## src/rtl/irqblk_pkg.sv

```systemverilog
package irqblk_pkg;

    // Which register an address selects
    typedef enum logic [2:0] {
        SEL_NONE,
        SEL_GIE,
        SEL_STAT,
        SEL_EN,
        SEL_RST
    } reg_sel_e;

endpackage

```

## src/rtl/irq_stat_bank.sv

```systemverilog
module irq_stat_bank #(
    parameter int unsigned N = 8
) (
    input  logic         clk,
    input  logic         rst_n,
    input  logic [N-1:0] ev_i,
    input  logic         clr_we_i,
    input  logic [N-1:0] clr_mask_i,
    output logic [N-1:0] stat_o
);

    typedef struct packed {
        logic [N-1:0] stat;
    } st_t;

    st_t st_d, st_q;

    // Per-bit next state: a new event dominates a clear of the same bit
    for (genvar i = 0; i < N; i++) begin : g_bit
        always_comb begin
            st_d.stat[i] = ev_i[i] | (st_q.stat[i] & ~(clr_we_i & clr_mask_i[i]));
        end
    end

    always_ff @(posedge clk or negedge rst_n) begin
        if (!rst_n) st_q <= '0;
        else        st_q <= st_d;
    end

    assign stat_o = st_q.stat;

endmodule

```

## src/rtl/irq_mask_gate.sv

```systemverilog
module irq_mask_gate #(
    parameter int unsigned N = 8
) (
    input  logic         clk,
    input  logic         rst_n,
    input  logic         en_we_i,
    input  logic [N-1:0] en_wdata_i,
    input  logic         gie_we_i,
    input  logic         gie_wdata_i,
    input  logic [N-1:0] stat_i,
    output logic [N-1:0] en_o,
    output logic         gie_o,
    output logic         irq_o
);

    typedef struct packed {
        logic [N-1:0] en;
        logic         gie;
        logic         irq;
    } st_t;

    st_t st_d, st_q;

    always_comb begin
        st_d = st_q;
        if (en_we_i)  st_d.en  = en_wdata_i;
        if (gie_we_i) st_d.gie = gie_wdata_i;
        // Output follows the settled pending set one cycle later
        st_d.irq = st_q.gie & (|(stat_i & st_q.en));
    end

    always_ff @(posedge clk or negedge rst_n) begin
        if (!rst_n) st_q <= '0;
        else        st_q <= st_d;
    end

    assign en_o  = st_q.en;
    assign gie_o = st_q.gie;
    assign irq_o = st_q.irq;

endmodule

```

## src/rtl/srst_keygen.sv

```systemverilog
module srst_keygen #(
    parameter int unsigned     DW  = 32,
    parameter logic [DW-1:0]   KEY = 'hA
) (
    input  logic          clk,
    input  logic          rst_n,
    input  logic          we_i,
    input  logic [DW-1:0] wdata_i,
    output logic          pulse_o
);

    typedef struct packed {
        logic pulse;
    } st_t;

    st_t st_d, st_q;

    always_comb begin
        st_d.pulse = we_i && (wdata_i == KEY);
    end

    always_ff @(posedge clk or negedge rst_n) begin
        if (!rst_n) st_q <= '0;
        else        st_q <= st_d;
    end

    assign pulse_o = st_q.pulse;

endmodule

```

## src/rtl/irq_ctrl_regs.sv

```systemverilog
module irq_ctrl_regs
    import irqblk_pkg::*;
#(
    parameter int unsigned         SRC_N    = 8,
    parameter int unsigned         ADDR_W   = 8,
    parameter int unsigned         DATA_W   = 32,
    parameter int unsigned         GIE_BIT  = 31,
    parameter logic [ADDR_W-1:0]   GIE_OFS  = 'h1C,
    parameter logic [ADDR_W-1:0]   STAT_OFS = 'h20,
    parameter logic [ADDR_W-1:0]   EN_OFS   = 'h28,
    parameter logic [ADDR_W-1:0]   RST_OFS  = 'h40,
    parameter logic [DATA_W-1:0]   RST_KEY  = 'hA
) (
    input  logic              clk,
    input  logic              rst_n,
    input  logic              bus_we,
    input  logic [ADDR_W-1:0] bus_addr,
    input  logic [DATA_W-1:0] bus_wdata,
    output logic [DATA_W-1:0] bus_rdata,
    input  logic [SRC_N-1:0]  src_evt,
    output logic              irq_o,
    output logic              srst_o
);

    reg_sel_e         sel;
    logic [SRC_N-1:0] stat_w;
    logic [SRC_N-1:0] en_w;
    logic             gie_w;

    always_comb begin
        if      (bus_addr == GIE_OFS)  sel = SEL_GIE;
        else if (bus_addr == STAT_OFS) sel = SEL_STAT;
        else if (bus_addr == EN_OFS)   sel = SEL_EN;
        else if (bus_addr == RST_OFS)  sel = SEL_RST;
        else                           sel = SEL_NONE;
    end

    irq_stat_bank #(.N(SRC_N)) u_stat (
        .clk        (clk),
        .rst_n      (rst_n),
        .ev_i       (src_evt),
        .clr_we_i   (bus_we && sel == SEL_STAT),
        .clr_mask_i (bus_wdata[SRC_N-1:0]),
        .stat_o     (stat_w)
    );

    irq_mask_gate #(.N(SRC_N)) u_gate (
        .clk         (clk),
        .rst_n       (rst_n),
        .en_we_i     (bus_we && sel == SEL_EN),
        .en_wdata_i  (bus_wdata[SRC_N-1:0]),
        .gie_we_i    (bus_we && sel == SEL_GIE),
        .gie_wdata_i (bus_wdata[GIE_BIT]),
        .stat_i      (stat_w),
        .en_o        (en_w),
        .gie_o       (gie_w),
        .irq_o       (irq_o)
    );

    srst_keygen #(.DW(DATA_W), .KEY(RST_KEY)) u_srst (
        .clk     (clk),
        .rst_n   (rst_n),
        .we_i    (bus_we && sel == SEL_RST),
        .wdata_i (bus_wdata),
        .pulse_o (srst_o)
    );

    always_comb begin
        bus_rdata = '0;
        case (sel)
            SEL_GIE:  bus_rdata[GIE_BIT]   = gie_w;
            SEL_STAT: bus_rdata[SRC_N-1:0] = stat_w;
            SEL_EN:   bus_rdata[SRC_N-1:0] = en_w;
            default:  bus_rdata = '0;
        endcase
    end

endmodule

```

## config.mk

```make
export PLATFORM = sky130hd
export DESIGN_NAME = irq_ctrl_regs
export DESIGN_NICKNAME = d
export VERILOG_FILES = /design/src/rtl/irqblk_pkg.sv /design/src/rtl/irq_stat_bank.sv /design/src/rtl/irq_mask_gate.sv /design/src/rtl/srst_keygen.sv /design/src/rtl/irq_ctrl_regs.sv
export SDC_FILE = /design/constraint.sdc
export NUM_CORES = 1
export LEC_CHECK = 0
export BUFFER_PORTS_ARGS = -buffer_cell sky130_fd_sc_hd__clkbuf_2
export CAP_MARGIN = 20
export CELL_PAD_IN_SITES_DETAIL_PLACEMENT = 2
export CELL_PAD_IN_SITES_GLOBAL_PLACEMENT = 2
export CORE_MARGIN = 2
export CORE_UTILIZATION = 20
export DETAILED_ROUTE_END_ITERATION = 10
export PLACE_DENSITY_LB_ADDON = 0.2
export REMOVE_ABC_BUFFERS = 1
export SLEW_MARGIN = 25
export SYNTH_ARGS = -nofsm -noshare
export SYNTH_HDL_FRONTEND = slang
export SYNTH_SLANG_ARGS = --single-unit
export TNS_END_PERCENT = 30
```

## constraint.sdc

```tcl
create_clock -name clk -period 1.7 [get_ports clk]
set_input_delay 0.51 -clock clk [delete_from_list [all_inputs] [get_ports clk]]
set_output_delay 0.51 -clock clk [all_outputs]
set_load 0.01 [all_outputs]
```

[After elaboration in Yosys (flattened, before gate mapping)]
Index checks and enable logic that the tools add are counted.
Cells by class
  eq/ne operators: 9
  muxes and demuxes: 6
  bitwise logic cells: 34
  reductions and logical operators: 6
Operators by type and width (number)
  $eq A32 B4 Y1 const B: 1
  $and A1 B1 Y1: 17
  $eq A8 B6 Y1 const B: 2
  $pmux W8 S2: 1
  $mux W3: 4
  $and A8 B8 Y8: 1
  $eq A8 B5 Y1 const B: 1
  $eq A8 B7 Y1 const B: 1
  $not A1 Y1: 8
  $or A1 B1 Y1: 8
  $reduce_or A8 Y1: 1
  $eq A3 B2 Y1 const B: 2
  $logic_and A1 B1 Y1: 5
  $eq A3 B1 Y1 const B: 1
  $eq A3 B3 Y1 const B: 1
  $mux W1: 1
Word-level totals
  bits of input ports: 51
  word-level logic and storage cells: 60
  output and inout port bits: 34
  register bits after elaboration: 19

[Depth between registers and ports, before layout]
Gate-level depths: netlist of run 1.
  depth after elaboration: 11
  depth in mapped cells: 4

[By module]
A second synthesis of run 1 with hierarchy kept.
Unflattened totals
  cell total of the unflattened synthesis: 121
  area total of the unflattened synthesis: 1261.2 µm²
Modules (own cells, without submodules)
  irq_mask_gate: cells each 27, area each 432.9 µm², instances 1
  irq_ctrl_regs: cells each 56, area each 401.6 µm², instances 1
  irq_stat_bank: cells each 25, area each 297.8 µm², instances 1
  srst_keygen: cells each 13, area each 128.9 µm², instances 1

[Worst setup path before layout of run 1]
Ideal clock, no wire load.
  kind: in2out
  start point: input port bus_addr[7]
  end point: output port bus_rdata[0]
  data arrival time: 1.323 ns
  path buffers: 0
  stages: 3
  slack: -0.133 ns
  path through: nor4_4 nand3_1 nor2_1
On the way
  cells in the longest elaborated chain, start to end: 7
  elaborated cells between the ends (all ways): 11
  classes of those cells: 6 x eq/ne; 5 x mux
Ends and longest elaborated chain
  start, declared: RTL line irq_ctrl_regs.sv:17  | input logic [ADDR_W-1:0] bus_addr,
  $eq A8 B7 Y1: RTL line irq_ctrl_regs.sv:34  | else if (bus_addr == RST_OFS) sel = SEL_RST;
  $mux W3: RTL line irq_ctrl_regs.sv:34
  $mux W3: RTL line irq_ctrl_regs.sv:33  | else if (bus_addr == EN_OFS) sel = SEL_EN;
  $mux W3: RTL line irq_ctrl_regs.sv:32  | else if (bus_addr == STAT_OFS) sel = SEL_STAT;
  $mux W3 *: RTL line irq_ctrl_regs.sv:31  | if (bus_addr == GIE_OFS) sel = SEL_GIE;
  $eq A3 B2 Y1: RTL line irq_ctrl_regs.sv:70  | case (sel)
  $pmux W8 S2 *: RTL line irq_ctrl_regs.sv:70
  end, declared: RTL line irq_ctrl_regs.sv:19  | output logic [DATA_W-1:0] bus_rdata,
Mark *: on every way between the ends. The rest lies on a longest branch, timed or not.

[Final worst setup path of run 1]
  start point: input port bus_addr[6]
  end point: output port bus_rdata[4]
The elaborated chain is that of the path after synthesis.

==> flow_summary_export.csv, run 1 <==
group,metric,value,unit
outcome,status,"finished with violations",
outcome,violations,"setup timing",
job,drv_cap,0,
setup_path,cp-start-kind,"primary input",
timing,setup_slack,-0.228,ns
power,power.leakage,0.891,nW
setup_path,reg2reg_from,"u_stat.stat_o[7]",
synthesis,synth_top_area_share,0.392,
synthesis,ys.flop_type,"dfrtp_1",
global_route,antenna_found_initial,0,
timing,max_freq,519,MHz
clock_tree,cts.path.max_buffers,2,
synthesis,ys_async_sr_fraction,1.00,
floorplanning,placementRows,28,
clock_tree,cts_made_buffers,3,
clock_tree,clkSinkCount,19,
place,hpwl,3.44,mm
place,dp.cells,266,
detailed_routing,wl_per_cell,14.9,microns
finish,drive_gt1_frac,0.505,
global_route,grt-ovfl-total,0,
global_route,grt_max_degree,20,
clock_tree,cts_root_buffer,"clkbuf_8",
floorplanning,core,5890,sq um
detailed_routing,first_pass_iters,4,
timing,finalCriticalPeriod,1.93,ns
clock_tree,worstSkewPairLatency,0.26,ns
synthesis,syn_inst,124,
synthesis,synth-seq-cells,19,
power,irDropWorstVdd,0.328,mV
floorplanning,start_util,0.206,
detailed_routing,ant_nets,0,
synthesis,syn_area,1210,sq um
clock_tree,cts_tree,"built",
synthesis,synthDistinctLibCells,22,
power,power.density,561,nW/um^2
setup_path,end_kind,"output pin",
finish,finalNonFillerCells,273,
synthesis,yosysMostFrequentCell,"buf_4",
synthesis,yosysWarnings,0,
setup_path,reg2reg_slack,0.75,ns
synthesis,yosysTopAreaCell,"dfrtp_1",
detailed_routing,drcViolationCount,0,
setup_path,ff2ff_path_depth,2,
detailed_routing,dr_total_vias,1201,
finish,fillers,684,
detailed_routing,drt_iter0_markers,23,
setup_path,worstPathMaxFanout,8,
finish,area.growth.synth_to_final,46.3,%
place,dp_slack,-0.292,ns
setup_path,cp_data_arrival_time,1.42,ns
power,power,995,uW
finish,nets,250,
floorplanning,ios,85,
synthesis,synth_area_leaders,"dfrtp_1 (39%), buf_4 (15%), mux2_2 (8.4%)",
synthesis,synth_edf_count,0,
finish,diodes,0,
worst_hold_path,hold_path.class,"in2async",
synthesis,syn_area_per_cell,9.78,sq um
timing,tightest_slew,0.512,ns
detailed_routing,vias_per_cell,4.40,
setup_path,required,1.19,ns
setup_path,timing.rr.end,"u_gate.irq_o",
global_route,grt_usage,0.125,
floorplanning,die_h,81.9,microns
timing,finalHoldViolCount,0,
timing,post-route-period-util,1.13,
timing,drv_slew,0,
clock_tree,h-tree-depth,1,
setup_path,worstSetupPathType,"in2out",
clock_tree,clk_pin_slew,0.07,ns
detailed_routing,routed_wl,4.06,mm
place,routabilityCongestion,0.733,
floorplanning,fp.dieW,81.9,microns
timing,maxSlewHeadroom,0.659,
timing,fin_worst_skew,0.00283,ns
floorplanning,die-area,6700,sq um
place,io_buffers,61,
global_route,grt_pass1_vias,1285,
timing,rsz0062_at_grt,"true",
timing,finalSetupViolations,9,
global_route,grt_first_pass_wirelength,6.35,mm
synthesis,ys_seq_area_frac,0.392,
synthesis,ys_top_cells_by_count,"buf_4 (24), dfrtp_1 (19), nor2_1 (18)",
## report_power, final
part	internal, mW	total, mW	switching, mW
sequential	0.463	0.472	0.00911
clock	0.163	0.321	0.158
combinational	0.0954	0.202	0.107
## kinds of logic (layout without fill, tap and decap cells)
family          count (synthesis)  after routing  synth area share
compound gates                 13             13            0.0733
mux                            17             17             0.150
buf+inv                        34             86             0.181
flops                          19             19             0.392
simple gates                   40             40             0.201
other cells                     1             23           0.00309
## state kept, by name (all words and copies together), names as in the netlist
name            cells
u_gate.gie_o        1
u_srst.pulse_o      1
u_stat.stat_o       8
u_gate.irq_o        1
u_gate.en_o         8
## cell type report
class	instances	area (sq um)	area share
clock buffer	3	41.3	0.0233
inverter	9	33.8	0.0190
timing repair buffer	73	465	0.262
clock inverter	1	5.00	0.00282
sequential	19	475	0.268
multi-input combinational	93	659	0.372
tap	75	93.8	0.0529
## cells in the final DEF, fill, tap and decap left out, types with 5 or more instances in the layout
cell      count
conb_1       23
buf_2         5
nor2_2        5
mux2i_1       7
clkbuf_2     48
dfrtp_1      19
mux2_2        9
inv_1         9
buf_6         6
nor2_1       10
buf_4        11
a31oi_1       8
## metrics by stage
step	TNS (ns)	hold slack [ns]	utilization	instance area, sq um
after floorplan	-1.07	0.214	-	1110
after global placement	-2.61	0.496	0.270	1590
after detailed placement	-4.12	0.504	0.270	1590
after CTS	-2.01	0.219	0.286	1680
after global routing	-2.06	0.243	0.301	1770
final	-1.64	0.210	0.301	1770
## what timing repair did
| item | CTS | global route |
|---|---|---|
| pin swaps | 10 | 6 |
| endpoints found under the setup margin | 9 | 12 |
| setup buffers | 1 | 2 |
| gates resized for setup | 10 | 32 |
| gates cloned | 0 | 0 |
| hold buffers | 0 | 0 |
## worst max-delay path by stage
stage / startpoint / endpoint / slack [ns] / cells after the start
2_1_floorplan: bus_addr[7] / bus_rdata[0] / -0.13 / 3
3_3_place_gp: bus_addr[6] / bus_rdata[7] / -0.27 / 6
3_5_place_dp: bus_addr[6] / bus_rdata[7] / -0.29 / 6
4_1_cts: bus_addr[7] / bus_rdata[3] / -0.24 / 6
5_1_grt: bus_addr[6] / bus_rdata[4] / -0.28 / 6
6_report: bus_addr[6] / bus_rdata[4] / -0.23 / 6
## critical path: stages
cell and delay [ns]:
buf_8 0.10, nor4_4 0.27, nand3_1 0.12, buf_6 0.17, nor2_2 0.10, buf_2 0.13
## layer usage
metal  up-vias  track usage  wire [microns]  share of wire
li1        543            -               -              -
met1       601        0.141            1560           0.38
met2        57        0.237            2210           0.54
met3         0       0.0407             287          0.071
met4         0      0.00667               0              0
met5         -            0               0              0
(Power assumes the default switching activity.)
==> inputs of run 2 (changes only) <==
- CTS_BUF_LIST: not set -> sky130_fd_sc_hd__clkbuf_4
- TNS_END_PERCENT: 30 -> 5
==> run 2 against run 1 <==
  * The run still ends with setup timing left
  * Via count grew 0.83%
  * Clock power down 26%
  * Total power fell by 8.4%
  * Utilization is 0.55 points lower
  * Maximum frequency hardly changed
  * Sequential power hardly changed
  * First-iteration DRC count fell by 8.7%
  * Hold slack lost 0.064 ns
  * Wire length shrank 0.76%
  * Count of clock-buffer cells in the layout unchanged
  * Die area did not move
  * Setup slack got worse by 0.0015 ns
  * Critical path type unchanged
  * Largest power group unchanged
  * Highest routed layer is now met4
==> flow_summary_export.csv, run 2 (synthesized netlist as in run 1, its figures left out) <==
group,metric,value,unit
setup_path,crit_path_cell_trace,"buf_8 > nor4_4 > nand3_1 > buf_6 > nor2_2 > buf_2",
setup_path,required,1.19,ns
global_route,antenna_found_initial,0,
detailed_routing,routed_wl,4.03,mm
detailed_routing,wl_per_cell,14.8,microns
detailed_routing,first_pass_iters,4,
finish,diodes,0,
finish,layout_common_cells,"clkbuf_2 (48), conb_1 (23), dfrtp_1 (19)",
job,drv_cap,0,
place,dp.cells,266,
floorplanning,start_util,0.206,
timing,whs,0.146,ns
outcome,violations,"setup timing",
clock_tree,cts_tree,"built",
global_route,grt_first_pass_wirelength,6.37,mm
clock_tree,clk_pin_slew,0.12,ns
setup_path,startpoint,"bus_addr[6]",
setup_path,end_kind,"output pin",
global_route,grt_usage,0.126,
detailed_routing,ant_nets,0,
timing,maxSlewHeadroom,0.669,
global_route,grt_max_degree,20,
clock_tree,h-tree-depth,1,
finish,area.growth.synth_to_final,43.7,%
clock_tree,cts_made_buffers,3,
place,hpwl,3.44,mm
place,io_buffers,61,
timing,max_freq,518,MHz
timing,finalHoldViolCount,0,
detailed_routing,vias_per_cell,4.45,
power,irDropWorstVdd,0.209,mV
global_route,grt_pass1_vias,1294,
timing,setup_slack,-0.230,ns
timing,fin_worst_skew,0.00501,ns
clock_tree,cts_root_buffer,"clkbuf_4",
floorplanning,placementRows,28,
finish,fillers,687,
setup_path,ff2ff_path_depth,2,
setup_path,reg2reg_slack,0.75,ns
setup_path,slowest_stage,"nor4_4",
floorplanning,die_h,81.9,microns
finish,nets,249,
setup_path,worstPathMaxFanout,8,
power,power.leakage,0.880,nW
finish,layout_commonest_cell,"clkbuf_2",
timing,post-route-period-util,1.14,
detailed_routing,drt_iter0_markers,21,
detailed_routing,drcViolationCount,0,
clock_tree,cts_hold_buf,0,
global_route,grt-ovfl-total,0,
clock_tree,cts.path.max_buffers,2,
setup_path,cp-start-kind,"primary input",
timing,finalSetupViolations,9,
setup_path,reg2reg_from,"u_stat.stat_o[7]",
timing,finalCriticalPeriod,1.93,ns
power,power,912,uW
worst_hold_path,hold_path.class,"in2async",
setup_path,worstSetupPathType,"in2out",
timing,drv_slew,0,
setup_path,timing.rr.end,"u_gate.irq_o",
floorplanning,core,5890,sq um
clock_tree,worstSkewPairLatency,0.31,ns
detailed_routing,dr_total_vias,1211,
setup_path,crit_path_end,"bus_rdata[4]",
clock_tree,clkSinkCount,19,
floorplanning,ios,85,
finish,drive_gt1_frac,0.497,
setup_path,cp_slowest_stage_delay,0.27,ns
timing,tightest_slew,0.490,ns
place,routabilityCongestion,0.733,
timing,rsz0062_at_grt,"true",
finish,utilization,0.296,
power,power.density,523,nW/um^2
finish,finalNonFillerCells,272,
floorplanning,die-area,6700,sq um
outcome,status,"finished with violations",
floorplanning,fp.dieW,81.9,microns
setup_path,cp_data_arrival_time,1.42,ns
-- run 2: cell count changes in the layout (fill, tap and decap cells not counted) --
cell	previous run	this run
and3_1	0	1
and3_4	1	0
buf_4	11	9
buf_8	2	1
clkbuf_4	0	4
clkbuf_8	3	1
-- run 2: how the worst min path moves through the flow --
stage / slack (ns) / cells after the start / end
2_1_floorplan: 0.21 / 0 / u_gate.en_o[0]
3_3_place_gp: 0.50 / 1 / u_stat.stat_o[2]
3_5_place_dp: 0.50 / 1 / u_stat.stat_o[2]
4_1_cts: 0.15 / 1 / u_stat.stat_o[5]
5_1_grt: 0.17 / 1 / u_gate.en_o[4]
6_report: 0.15 / 1 / u_stat.stat_o[5]
-- run 2: layer usage --
metal / up-vias / routed length (microns) / track usage
met3: 5 / 301 / 0.0407
met4: 0 / 20 / 0.0217
li1: 542 / - / -
met2: 60 / 2180 / 0.236
met5: - / 0 / 0
met1: 604 / 1530 / 0.141
-- run 2: repair_timing --
action,CTS,global route
gates cloned,0,0
setup buffers,1,1
pin swaps,10,5
endpoints found under the hold margin,0,0
resized for setup,10,29
endpoints found under the setup margin,9,9
-- run 2: critical path, delay by kind of cell --
kind | cells | cell delay, ns
buffers and inverters | 3 | 0.40
and+or+nand+nor | 3 | 0.49
-- run 2: report_power, final --
| part | switching [mW] | internal (mW) |
|---|---|---|
| clock network | 0.152 | 0.0879 |
| logic | 0.107 | 0.0939 |
| registers | 0.00886 | 0.463 |
| total | 0.267 | 0.645 |
-- run 2: final cells by class --
cell class,count,area (sq um),area share
clock buffers,3,22.5,0.0129
clock inverters,1,5.00,0.00287
inverters,9,33.8,0.0194
multi-input cells,93,654,0.376
flip-flops and latches,19,475,0.273
well taps,75,93.8,0.0539
repair buffers,72,457,0.262
-- run 2: per-stage QoR --
| step | setup WS (ns) | area, sq um | setup TNS (ns) |
|---|---|---|---|
| 2_1_floorplan | -0.133 | 1110 | -1.07 |
| 3_3_place_gp | -0.267 | 1590 | -2.61 |
| 3_5_place_dp | -0.292 | 1590 | -4.12 |
| 4_1_cts | -0.244 | 1660 | -2.01 |
| 5_1_grt | -0.278 | 1740 | -2.05 |
| 6_report | -0.230 | 1740 | -1.62 |
==> inputs of run 3 (changes only) <==
- CELL_PAD_IN_SITES_DETAIL_PLACEMENT: 2 -> 1
- CELL_PAD_IN_SITES_GLOBAL_PLACEMENT: 2 -> 1
- CORE_UTILIZATION: 20 -> 26
- RECOVER_POWER: not set -> 100
==> run 3 against run 2 <==
  * The flow still finishes with violations (setup timing)
  * Design area did not move
  * Global-route usage rose by 1.4 points
  * Largest power group unchanged
  * Sequential share of layout area did not move
  * Setup slack got worse by 0.0057 ns
  * Clock skew fell by 0.0029 ns
  * Maximum frequency fell by 0.29%
  * Via count fell by 6.7%
  * Count of clock-buffer cells in the layout did not move
  * Cell count fell by 6.6%
==> flow_summary_export.csv, run 3 (synthesized netlist as in run 1, its figures left out) <==
group,metric,value,unit
clock_tree,cts_root_buffer,"clkbuf_4",
global_route,grt_pass1_vias,1229,
finish,nets,254,
timing,rsz0062_at_grt,"true",
outcome,violations,"setup timing",
setup_path,cp-start-kind,"primary input",
setup_path,worstPathMaxFanout,8,
timing,fin_setup_tns,-1.89,ns
detailed_routing,drcViolationCount,0,
floorplanning,start_util,0.275,
power,power,919,uW
global_route,antenna_found_initial,0,
detailed_routing,dr_total_vias,1130,
finish,layout_commonest_cell,"clkbuf_2",
power,power.leakage,0.891,nW
detailed_routing,wl_per_cell,14.6,microns
timing,drv_slew,0,
floorplanning,fp.dieW,72.3,microns
clock_tree,clk_pin_slew,0.12,ns
clock_tree,cts.path.max_buffers,2,
timing,finalCriticalPeriod,1.94,ns
timing,finalSetupViolations,9,
setup_path,ff2ff_path_depth,2,
timing,setup_slack,-0.236,ns
detailed_routing,ant_nets,0,
timing,maxSlewHeadroom,0.309,
global_route,grt-ovfl-total,0,
detailed_routing,vias_per_cell,4.45,
global_route,grt_max_degree,20,
finish,drive_gt1_frac,0.480,
power,irDropWorstVdd,0.345,mV
timing,post-route-period-util,1.14,
clock_tree,worstSkewPairLatency,0.30,ns
setup_path,required,1.19,ns
detailed_routing,first_pass_iters,2,
clock_tree,cts_hold_buf,0,
finish,fin_area,1740,sq um
detailed_routing,routed_wl,3.71,mm
job,drv_cap,0,
clock_tree,cts_tree,"built",
finish,diodes,0,
power,power.density,527,nW/um^2
timing,tightest_slew,1.04,ns
global_route,grt_first_pass_wirelength,5.81,mm
floorplanning,placementRows,24,
clock_tree,clkSinkCount,19,
finish,area.growth.synth_to_final,43.7,%
setup_path,worstSetupPathType,"in2out",
detailed_routing,drt_iter0_markers,14,
floorplanning,core,4410,sq um
floorplanning,die_h,72.3,microns
outcome,status,"finished with violations",
clock_tree,h-tree-depth,1,
place,io_buffers,61,
floorplanning,die-area,5230,sq um
place,place_area,1590,sq um
timing,fin_worst_skew,0.00212,ns
finish,layout_common_cells,"clkbuf_2 (47), conb_1 (23), dfrtp_1 (19)",
global_route,grt_usage,0.141,
setup_path,end_kind,"output pin",
worst_hold_path,hold_path.class,"in2async",
place,routabilityCongestion,0.851,
timing,finalHoldViolCount,0,
timing,max_freq,517,MHz
clock_tree,cts_made_buffers,3,
place,hpwl,3.05,mm
setup_path,cp_data_arrival_time,1.43,ns
floorplanning,ios,85,
-- run 3: cell types whose count changed in the layout (fill, tap and decap cells not counted), moves of 2 or more --
| cell | delta |
|---|---|
| buf_2 | -2 |
| nor2_2 | -3 |
| buf_4 | +5 |
| clkbuf_1 | +4 |
| nor2_4 | +2 |
-- run 3: power breakdown --
part	total [mW]	internal [mW]	switching (mW)
combinational	0.204	0.0985	0.105
sequential	0.471	0.463	0.00845
clock	0.243	0.0875	0.156
total	0.919	0.649	0.270
-- run 3: final cells by class --
type | count | area (sq um)
well taps | 52 | 65.1
inverters | 9 | 33.8
multi-input cells | 93 | 653
clock buffers | 3 | 22.5
clock inverters | 1 | 5.00
repair buffers | 77 | 487
flip-flops and latches | 19 | 475
fillers | 540 | 2670
-- run 3: worst max-delay path: stages --
cell and delay, ns:
buf_8 0.10, nor4_4 0.28, nand3_1 0.13, buf_6 0.18
nor2_1 0.10, buf_2 0.13
-- run 3: what timing repair did --
| item | 4_1_cts | 5_1_grt |
|---|---|---|
| cloned | 0 | 0 |
| setup buffers | 1 | 2 |
| pin swaps | 11 | 3 |
| endpoints found under the setup margin | 9 | 9 |
| gates resized for setup | 13 | 22 |
-- run 3: per-stage QoR --
step | util | instances | setup slack (ns) | hold WS, ns
floorplan | - | 121 | -0.133 | 0.214
global placement | 0.360 | 247 | -0.364 | 0.488
detailed placement | 0.360 | 247 | -0.397 | 0.495
CTS | 0.381 | 252 | -0.253 | 0.169
global route | 0.395 | 254 | -0.308 | 0.404
finish | 0.395 | 254 | -0.236 | 0.353
-- run 3: final timing paths --
check / from / slack, ns / to
max in group asynchronous: rst_n / 0.73 / u_gate.gie_o
min in group clk: bus_wdata[3] / 0.41 / u_stat.stat_o[3]
hold / removal: rst_n / 0.35 / u_stat.stat_o[1]
setup reg to reg: u_stat.stat_o[4] / 0.81 / u_gate.irq_o
hold reg to reg: u_gate.gie_o / 0.54 / u_gate.irq_o
setup / recovery: bus_addr[7] / -0.24 / bus_rdata[7]
-- run 3: routing by layer --
metal  share of wire  up-vias  track usage  routed length (microns)
met5               0        -            0                        0
met4               0        0       0.0168                        0
met3           0.070        0       0.0194                      259
met2            0.52       42        0.253                     1930
met1            0.41      536        0.184                     1520
li1                -      552            -                        -
